$ cat config.mk
export PLATFORM = sky130hd
export DESIGN_NAME = outpin_ctrl
export DESIGN_NICKNAME = d
export VERILOG_FILES = /design/src/rtl/outpin_pkg.sv /design/src/rtl/ser_edge.sv /design/src/rtl/shift_path.sv /design/src/rtl/cfg_bank.sv /design/src/rtl/outa_mux.sv /design/src/rtl/outpin_ctrl.sv
export SDC_FILE = /design/constraint.sdc
export NUM_CORES = 1
export LEC_CHECK = 0
export ABC_CLOCK_PERIOD_IN_PS = 2400
export BUFFER_PORTS_ARGS = -buffer_cell sky130_fd_sc_hd__buf_2
export CORE_ASPECT_RATIO = 1.5
export CORE_UTILIZATION = 38
export DETAILED_ROUTE_END_ITERATION = 7
export SLEW_MARGIN = 20
export SYNTH_ARGS = -nofsm -noshare
export SYNTH_HDL_FRONTEND = slang
export SYNTH_HIERARCHICAL = 1
export SYNTH_SLANG_ARGS = --single-unit
$ cat constraint.sdc
create_clock -name clk -period 2.4 [get_ports clk]
set_clock_uncertainty 0.15 [all_clocks]
set_input_delay 0.12 -clock clk [delete_from_list [all_inputs] [get_ports clk]]
set_output_delay 0.12 -clock clk [all_outputs]
set_load 0.01 [all_outputs]
$ cat src/rtl/outpin_pkg.sv
package outpin_pkg;

    // Default register widths.
    localparam int PORT_REG_W = 8;
    localparam int DIV_REG_W  = 16;
    localparam int MODE_REG_W = 24;

    // Power-on value of the mode register: cascade output selected.
    localparam logic [MODE_REG_W-1:0] MODE_RST = 24'h400000;

    // Output A source codes, held in the top two bits of the mode register.
    typedef enum logic [1:0] {
        OSEL_PORT = 2'b00,
        OSEL_CASC = 2'b01,
        OSEL_FB   = 2'b10,
        OSEL_REF  = 2'b11
    } osel_e;

    // Bit positions inside the port register.
    localparam int OUTB_BIT = 0;
    localparam int PORT_BIT = 1;

endpackage

$ cat src/rtl/ser_edge.sv
module ser_edge (
    input  logic clk,
    input  logic rst_n,
    input  logic ser_clk,
    input  logic ser_en_n,
    output logic sclk_rise,
    output logic sclk_fall,
    output logic en_rise,
    output logic frame_open
);

    typedef struct packed {
        logic sclk;
        logic en_n;
    } edge_st_t;

    edge_st_t st_d, st_q;

    always_comb begin
        st_d      = st_q;
        st_d.sclk = ser_clk;
        st_d.en_n = ser_en_n;
    end

    always_ff @(posedge clk or negedge rst_n) begin
        if (!rst_n) begin
            st_q <= '{sclk: 1'b0, en_n: 1'b1};
        end else begin
            st_q <= st_d;
        end
    end

    assign sclk_rise  =  ser_clk  & ~st_q.sclk;
    assign sclk_fall  = ~ser_clk  &  st_q.sclk;
    assign en_rise    =  ser_en_n & ~st_q.en_n;
    assign frame_open = ~ser_en_n;

endmodule

$ cat src/rtl/shift_path.sv
module shift_path #(
    parameter int SH_W  = 24,
    parameter int CNT_W = 5
) (
    input  logic             clk,
    input  logic             rst_n,
    input  logic             sclk_rise,
    input  logic             sclk_fall,
    input  logic             frame_open,
    input  logic             ser_dat,
    output logic [SH_W-1:0]  shift_word,
    output logic [CNT_W-1:0] bit_cnt,
    output logic             casc_out
);

    localparam logic [CNT_W-1:0] CNT_MAX = '1;

    typedef struct packed {
        logic [SH_W-1:0]  word;
        logic [CNT_W-1:0] cnt;
        logic             half;
    } sh_st_t;

    sh_st_t st_d, st_q;

    always_comb begin
        st_d = st_q;
        // Count only inside an open frame; saturate so long frames stay invalid.
        if (!frame_open) begin
            st_d.cnt = '0;
        end else if (sclk_rise) begin
            st_d.word = {st_q.word[SH_W-2:0], ser_dat};
            if (st_q.cnt != CNT_MAX) begin
                st_d.cnt = st_q.cnt + 1'b1;
            end
        end
        // Half stage: the cascade bit moves on the falling serial clock only.
        if (sclk_fall) begin
            st_d.half = st_q.word[SH_W-1];
        end
    end

    always_ff @(posedge clk or negedge rst_n) begin
        if (!rst_n) begin
            st_q <= '0;
        end else begin
            st_q <= st_d;
        end
    end

    assign shift_word = st_q.word;
    assign bit_cnt    = st_q.cnt;
    assign casc_out   = st_q.half;

endmodule

$ cat src/rtl/cfg_bank.sv
module cfg_bank #(
    parameter int              C_W   = 8,
    parameter int              R_W   = 16,
    parameter int              A_W   = 24,
    parameter int              CNT_W = 5,
    parameter logic [A_W-1:0]  A_RST = '0
) (
    input  logic             clk,
    input  logic             rst_n,
    input  logic             load_stb,
    input  logic [CNT_W-1:0] bit_cnt,
    input  logic [A_W-1:0]   shift_word,
    output logic [C_W-1:0]   cfg_c,
    output logic [R_W-1:0]   cfg_r,
    output logic [A_W-1:0]   cfg_a
);

    localparam logic [CNT_W-1:0] LEN_C = CNT_W'(C_W);
    localparam logic [CNT_W-1:0] LEN_R = CNT_W'(R_W);
    localparam logic [CNT_W-1:0] LEN_A = CNT_W'(A_W);

    typedef struct packed {
        logic [C_W-1:0] c;
        logic [R_W-1:0] r;
        logic [A_W-1:0] a;
    } cfg_st_t;

    cfg_st_t st_d, st_q;

    always_comb begin
        st_d = st_q;
        if (load_stb) begin
            // Frame length picks the destination; other lengths fall through.
            if (bit_cnt == LEN_C) begin
                st_d.c = shift_word[C_W-1:0];
            end else if (bit_cnt == LEN_R) begin
                st_d.r = shift_word[R_W-1:0];
            end else if (bit_cnt == LEN_A) begin
                st_d.a = shift_word;
            end
        end
    end

    always_ff @(posedge clk or negedge rst_n) begin
        if (!rst_n) begin
            st_q <= '{c: '0, r: '0, a: A_RST};
        end else begin
            st_q <= st_d;
        end
    end

    assign cfg_c = st_q.c;
    assign cfg_r = st_q.r;
    assign cfg_a = st_q.a;

endmodule

$ cat src/rtl/outa_mux.sv
module outa_mux
    import outpin_pkg::*;
(
    input  logic [1:0] sel,
    input  logic       ref_pulse,
    input  logic       fb_pulse,
    input  logic       casc_out,
    input  logic       port_bit,
    output logic       out_a
);

    osel_e sel_e;

    always_comb begin
        sel_e = osel_e'(sel);
        unique case (sel_e)
            OSEL_REF:  out_a = ref_pulse;
            OSEL_FB:   out_a = fb_pulse;
            OSEL_CASC: out_a = casc_out;
            OSEL_PORT: out_a = port_bit;
            default:   out_a = casc_out;
        endcase
    end

endmodule

$ cat src/rtl/outpin_ctrl.sv
module outpin_ctrl
    import outpin_pkg::*;
#(
    parameter int              C_W   = PORT_REG_W,
    parameter int              R_W   = DIV_REG_W,
    parameter int              A_W   = MODE_REG_W,
    parameter logic [A_W-1:0]  A_RST = MODE_RST
) (
    input  logic           clk,
    input  logic           rst_n,
    input  logic           ser_clk,
    input  logic           ser_dat,
    input  logic           ser_en_n,
    input  logic           ref_pulse,
    input  logic           fb_pulse,
    output logic           out_a,
    output logic           out_b_val,
    output logic           out_b_oe,
    output logic [C_W-1:0] cfg_c,
    output logic [R_W-1:0] cfg_r,
    output logic [A_W-1:0] cfg_a
);

    localparam int SH_W  = A_W;
    localparam int CNT_W = $clog2(SH_W + 2);

    logic             sclk_rise_w;
    logic             sclk_fall_w;
    logic             en_rise_w;
    logic             frame_open_w;
    logic [SH_W-1:0]  shift_word_w;
    logic [CNT_W-1:0] bit_cnt_w;
    logic             dout_w;

    ser_edge edge_i (
        .clk        (clk),
        .rst_n      (rst_n),
        .ser_clk    (ser_clk),
        .ser_en_n   (ser_en_n),
        .sclk_rise  (sclk_rise_w),
        .sclk_fall  (sclk_fall_w),
        .en_rise    (en_rise_w),
        .frame_open (frame_open_w)
    );

    shift_path #(
        .SH_W  (SH_W),
        .CNT_W (CNT_W)
    ) shift_i (
        .clk        (clk),
        .rst_n      (rst_n),
        .sclk_rise  (sclk_rise_w),
        .sclk_fall  (sclk_fall_w),
        .frame_open (frame_open_w),
        .ser_dat    (ser_dat),
        .shift_word (shift_word_w),
        .bit_cnt    (bit_cnt_w),
        .casc_out   (dout_w)
    );

    cfg_bank #(
        .C_W   (C_W),
        .R_W   (R_W),
        .A_W   (A_W),
        .CNT_W (CNT_W),
        .A_RST (A_RST)
    ) cfg_i (
        .clk        (clk),
        .rst_n      (rst_n),
        .load_stb   (en_rise_w),
        .bit_cnt    (bit_cnt_w),
        .shift_word (shift_word_w),
        .cfg_c      (cfg_c),
        .cfg_r      (cfg_r),
        .cfg_a      (cfg_a)
    );

    outa_mux mux_i (
        .sel       (cfg_a[A_W-1:A_W-2]),
        .ref_pulse (ref_pulse),
        .fb_pulse  (fb_pulse),
        .casc_out  (dout_w),
        .port_bit  (cfg_c[PORT_BIT]),
        .out_a     (out_a)
    );

    // Open-drain port: value is always low, enable drops for high impedance.
    assign out_b_val = 1'b0;
    assign out_b_oe  = ~cfg_c[OUTB_BIT];

endmodule

==> metrics.yaml, run 1 <==
route:
  vias: 1735
  detail_route.iter0.violations: 124
  ant_nets: 0
  vias_per_cell: 4.74
  wl_per_cell_um: 15.1
  drc: 0
  finalWirelength_um: 5520
  firstDrtPassIters: 4
placement:
  io_buffers: 56
  place_area_um2: 3610
  gp_congestion: 0.685
  place_hpwl_um: 3640
synthesis:
  yosys_warnings: 6
  ys_ff_latch: 80
  synth_edf_count: 0
  synth.cell_area_um2: 3240
  avgSynthCellArea_um2: 17.1
  ys_seq_area_frac: 0.619
  synth_top_cell_by_area: "dfrtp_1"
  synthFlopType: "dfrtp_1"
  synthTopCellsByArea: "dfrtp_1 60%, mux2_2 18%, mux2_4 9.3%"
  ys_types: 29
  syn_inst: 190
  synth_nets: 199
  synth_top_area_share: 0.602
  synthArstFlopShare: 1.00
clock_tree:
  cts_sinks: 80
  clkLatencyLatePin_ns: 0.33
  cts_buffers: 9
  cts_tree: "done"
  clk_path_buf_depth: 2
  cts_setup_buffers: 0
  clk_pin_slew_worst_paths_ns: 0.06
  cts_resized: 0
  cts_hold_buf: 4
  cts.htree.levels: 3
  clockRootBuffer: "clkbuf_16"
layout:
  fill_cells: 712
  multi_input_area_um2: 1140
  antenna_cells: 0
  fin_nets: 265
  final_layout_size_suffix_gt1_frac: 0.598
  postLayoutCellArea_um2: 3920
  seq_area_um2: 2000
  syn_to_final_growth_pct: 21.0
pwr:
  pwr-share-clk: 0.430
  power_uw: 2900
  p_comb_frac: 0.049
  p_leak_uw: 0.00213
  power.switching_uw: 665
  swShare: 0.230
  seqPwrFrac: 0.521
  internal-power_uw: 2230
  vdd_drop_max_mv: 0.402
  power_density_nw_per_um2: 739
floorplanning:
  die_width_um: 77.4
  fp-row-count: 40
  die-area_um2: 8910
  die_h_um: 115
  io_pins: 58
  initial_core_util: 0.397
  core-area_um2: 8160
global_route:
  globalRouteTotalUtil: 0.142
  gr-total-overflow: 0
  antenna_found_initial: 0
  grt_pass1_vias: 1719
  grt_pass1_wl_um: 9230
  grt_max_degree: 49
worst_setup_path:
  regToRegEndpoint: "shift_i/bit_cnt[3]"
  worstPathMaxFanout: 13
  crit_chain: "dlygate4sd3_1 > buf_2 > nor2b_1 > nor4b_4 > and3_2 > buf_4 > mux2_2"
  worst-setup-path-type: "in2reg"
  crit_required_ns: 2.47
  cp-startpoint: "ser_en_n"
  slowest_stage: "dlygate4sd3_1"
  cpPeakStageDelay_ns: 0.53
  r2r-start: "shift_i/bit_cnt[0]"
  rrSetupSlack_ns: 0.37
  cp-end-kind: "flop"
  r2r_cells: 6
  cp-start-kind: "input pin"
  cp.arrival_ns: 2.10
sta:
  fmax_mhz: 491
  tightest_slew_ns: 0.622
  finalCritPeriodShare: 0.848
  grt_setup_unrepaired: "no"
  period_needed_ns: 2.04
  hold_viol: 0
  maxSlewViolCount: 0
  setup_viol: 0
  slew_headroom: 0.584
  finalSetupTns_ns: 0
job:
  max-cap-violations: 0
status:
  status: "completed"
hold_path:
  min_path_type: "in2async"
cells in the final DEF, fill, tap and decap left out, drive strengths merged:
cell and count:
nand2 1, ha 2, nor2b 4, conb 1, o21ai 1, dfrtp 78
xnor2 2, nand3 1, dlygate4sd3 4, buf 59, mux4 1, and2b 1
nor4b 1, dfstp 2, and3 2, clkinv 3, clkbuf 11, clkinvlp 1
nand3b 3, mux2 73, and2 2, a21boi 1, mux2i 2, nand2b 1
or3 1, inv 3
worst max path at each step:
stage                    endpoint
2_1_floorplan  shift_i/bit_cnt[3]
5_1_grt            cfg_i/cfg_a[1]
3_5_place_dp   shift_i/bit_cnt[3]
4_1_cts            cfg_i/cfg_a[1]
6_report           cfg_i/cfg_a[0]
3_3_place_gp      cfg_i/cfg_a[23]
power groups by stage:
| stage | Sequential, uW | Clock, uW | Combinational (uW) |
|---|---|---|---|
| after global routing | 1530 | 1360 | 157 |
| after CTS | 1510 | 1280 | 146 |
| final | 1510 | 1250 | 142 |
| after global placement | 1530 | 0 | 134 |
| after detailed placement | 1540 | 0 | 139 |
| after floorplan | 1500 | 0 | 93.9 |
metal layers:
metal / vias to the layer above / routed length [um] / track usage
li1: 800 / - / -
met1: 882 / 2510 / 0.188
met2: 42 / 2640 / 0.204
met3: 11 / 206 / 0.0373
met4: 0 / 163 / 0.0943
met5: - / 0 / 0
Yosys cell counts, types with 2 or more instances:
master / instances
and2_1: 2
and3_1: 2
buf_12: 2
buf_2: 2
buf_6: 2
dfrtp_1: 78
dfstp_2: 2
ha_1: 2
inv_1: 2
mux2_2: 53
mux2_4: 20
mux2i_1: 2
nor2b_1: 4
xnor2_1: 2
flip-flops by register name, indices dropped and copies added (netlist names):
register and flops:
cfg_i/cfg_a 24, cfg_i/cfg_r 16, shift_i/bit_cnt 5, edge_i/st_q 2
cfg_i/cfg_c 8, shift_i/casc_out 1, shift_i/shift_word 24
layout make-up:
type                            instances  share of cell area
Clock buffer                           11              0.0619
Sequential cell                        80               0.511
Tap cell                              105              0.0335
Multi-Input combinational cell        100               0.292
Inverter                                2             0.00192
Clock inverter                          5             0.00798
Timing Repair Buffer                   63              0.0913
critical path: cells and delay by family:
kind,cells,cell delay (ns)
multiplexers,1,0.36
AND/OR/NAND/NOR,3,0.72
buffers and inverters,3,0.90
metrics by stage:
| stage | hold slack, ns | util | cells | setup slack [ns] |
|---|---|---|---|---|
| floorplan | -0.326 | - | 190 | 0.467 |
| global placement | -0.0528 | 0.442 | 346 | 0.464 |
| detailed placement | -0.0494 | 0.442 | 346 | 0.399 |
| CTS | 0.136 | 0.481 | 366 | 0.350 |
| global route | 0.170 | 0.481 | 366 | 0.242 |
| finish | 0.129 | 0.481 | 366 | 0.364 |
kinds of logic (layout without fill, tap and decap cells):
logic type / Yosys count / count (layout) / synth area share
adder cells (fa/ha/maj): 2 / 2 / 0.00772
other: 1 / 1 / 0.00116
AND/OR/NAND/NOR: 17 / 17 / 0.0448
flip-flops: 80 / 80 / 0.619
XOR/XNOR: 2 / 2 / 0.00541
buffers and inverters: 10 / 81 / 0.0286
AO/OA/AOI/OAI: 2 / 2 / 0.00386
multiplexers: 76 / 76 / 0.290
(Power assumes the default switching activity.)
==> run 2, diff against run 1 <==
ABC_CLOCK_PERIOD_IN_PS = 1900   (was 2400)
clock period = 1.9 ns   (was 2.4 ns; I/O delays follow)
==> run 2 against run 1 <==
Against the previous run:
- sequential power grew 26%
- clock power grew 22%
- via count up 2.9%
- largest power group unchanged
==> metrics.yaml, run 2 (same netlist as run 1, synthesis figures left out) <==
sta:
  maxSlewViolCount: 0  # unchanged
  setup_viol: 0  # unchanged
  finalCritPeriodShare: 0.975
  fmax_mhz: 540
  period_needed_ns: 1.85
  hold_viol: 0  # unchanged
  grt_setup_unrepaired: "yes"  # was no
pwr:
  p_leak_uw: 0.00216  # was 0.00213 uW
  power_density_nw_per_um2: 901  # was 739 nW/um2
  vdd_drop_max_mv: 0.583  # was 0.402 mV
layout:
  final_layout_size_suffix_gt1_frac: 0.618  # was 0.598
  syn_to_final_growth_pct: 24.3  # was 21.0%
  multi_input_area_um2: 1160  # was 1140 um2
  postLayoutCellArea_um2: 4030  # was 3920 um2
  antenna_cells: 0  # unchanged
  final_common_cell: "dfrtp_1"  # unchanged
  fin_nets: 271  # was 265
  seq_area_um2: 2010  # was 2000 um2
  final_cell_mix: "76 x dfrtp_1, 55 x buf_2, 53 x mux2_2"  # was 78 x dfrtp_1, 55 x buf_2, 53 x mux2_2
  finish.cell_count_without_fillers: 372  # was 366
  fill_cells: 721  # was 712
floorplanning:
  core-area_um2: 8160  # unchanged
  die-area_um2: 8910  # unchanged
  fp-row-count: 40  # unchanged
  initial_core_util: 0.397  # unchanged
  die_h_um: 115  # unchanged
  die_width_um: 77.4  # unchanged
  io_pins: 58  # unchanged
global_route:
  antenna_found_initial: 0  # unchanged
  gr-total-overflow: 0  # unchanged
  grt_pass1_wl_um: 9470  # was 9230 um
  grt_pass1_vias: 1847  # was 1,719
  grt_max_degree: 39  # was 49
  globalRouteTotalUtil: 0.141  # was 0.142
route:
  wl_per_cell_um: 15.4  # was 15.1 um
  finalWirelength_um: 5730  # was 5520 um
  vias_per_cell: 4.80  # was 4.74
  drc: 0  # unchanged
  firstDrtPassIters: 3  # was 4
  ant_nets: 0  # unchanged
  detail_route.iter0.violations: 69  # was 124
  vias: 1786  # was 1,735
worst_setup_path:
  crit_required_ns: 2.00  # was 2.47 ns
  crit_chain: "ha_2 > and3_1 > ha_1 > nand2b_4 > or3_1 > a21boi_1"  # was dlygate4sd3_1 > buf_2 > nor2b_1 > nor4b_4 > and3_2 > buf_4 > mux2_2
  slowest_stage: "dfrtp_2"  # was dlygate4sd3_1
  path_buf_inv: 0  # was 3
  critical_path.top_delay_family: "simple AND/OR/NAND/NOR gates"  # was buffers and inverters
  cp-start-kind: "flop"  # was input pin
  worstPathMaxFanout: 4  # was 13
  cp.arrival_ns: 1.95  # was 2.10 ns
  worst-setup-path-type: "reg2reg"  # was in2reg
  cpPeakStageDelay_ns: 0.44  # was 0.53 ns
  cp-end-kind: "flop"  # unchanged
status:
  status: "completed"  # unchanged
placement:
  io_buffers: 56  # unchanged
  gp_congestion: 0.758  # was 0.685
  place_hpwl_um: 3670  # was 3640 um
  place_inst: 351  # was 346
  place_area_um2: 3670  # was 3610 um2
clock_tree:
  cts.htree.levels: 3  # unchanged
  cts_buffers: 9  # unchanged
  clkLatencyLatePin_ns: 0.32  # was 0.33 ns
  clockRootBuffer: "clkbuf_16"  # unchanged
  cts_tree: "done"  # unchanged
  clk_path_buf_depth: 2  # unchanged
  cts_sinks: 80  # unchanged
  clk_pin_slew_worst_paths_ns: 0.06  # about the same
hold_path:
  min_path_type: "in2async"  # unchanged
job:
  max-cap-violations: 0  # unchanged
[run 2: cell count changes in the layout (fill, tap and decap cells not counted), sizes merged]
cell / change
inv: -1
buf: +5
clkbuf: +3
clkinv: -1
[run 2: power breakdown]
part	switching (uW)	internal, uW
Clock	610	916
Sequential	113	1800
Combinational	77.4	113
[run 2: layout make-up]
class                   count  share of cell area
well taps                 105              0.0326
flip-flops and latches     80               0.498
multi-input cells         100               0.288
clock inverters             3             0.00435
clock buffers              13              0.0621
inverters                   2             0.00186
repair buffers             69               0.112
[run 2: metal layers]
| metal | track usage | part of all wire | wire length (um) | vias up |
|---|---|---|---|---|
| li1 | - | - | - | 818 |
| met1 | 0.178 | 0.44 | 2540 | 920 |
| met2 | 0.224 | 0.51 | 2930 | 41 |
| met3 | 0.0381 | 0.028 | 163 | 7 |
| met4 | 0.0717 | 0.017 | 97 | 0 |
| met5 | 0 | 0 | 0 | - |
[run 2: final timing paths]
kind | startpoint | endpoint | slack [ns] | cells past startpoint
max in group asynchronous | rst_n | cfg_i/cfg_a[11] | 0.91 | 3
min reg2reg | cfg_i/cfg_r[6] | cfg_i/cfg_r[6] | 0.35 | 1
min in group clk | ser_clk | edge_i/st_q[1] | 0.29 | 2
max reg2reg | shift_i/bit_cnt[1] | shift_i/bit_cnt[3] | 0.05 | 6
max | shift_i/bit_cnt[1] | shift_i/bit_cnt[3] | 0.05 | 6
min | rst_n | shift_i/shift_word[5] | 0.13 | 2
[run 2: metrics by stage]
stage               TNS (ns)  power, uW  hold slack [ns]   util  setup WS [ns]
finish                     0       3630            0.131  0.494         0.0474
floorplan                  0       2020           -0.351      -       0.000269
global route          -0.284       3820            0.167  0.494        -0.0197
detailed placement         0       2130          -0.0509  0.450         0.0382
CTS                        0       3680            0.136  0.488         0.0184
global placement           0       2120          -0.0535  0.450         0.0859
[run 2: what timing repair did]
action / in CTS / in global routing
endpoints found under the hold margin: 64 / 0
hold buffers: 4 / 0
endpoints found under the setup margin: 0 / 40
setup buffers: 0 / 0
resized for setup: 0 / 7
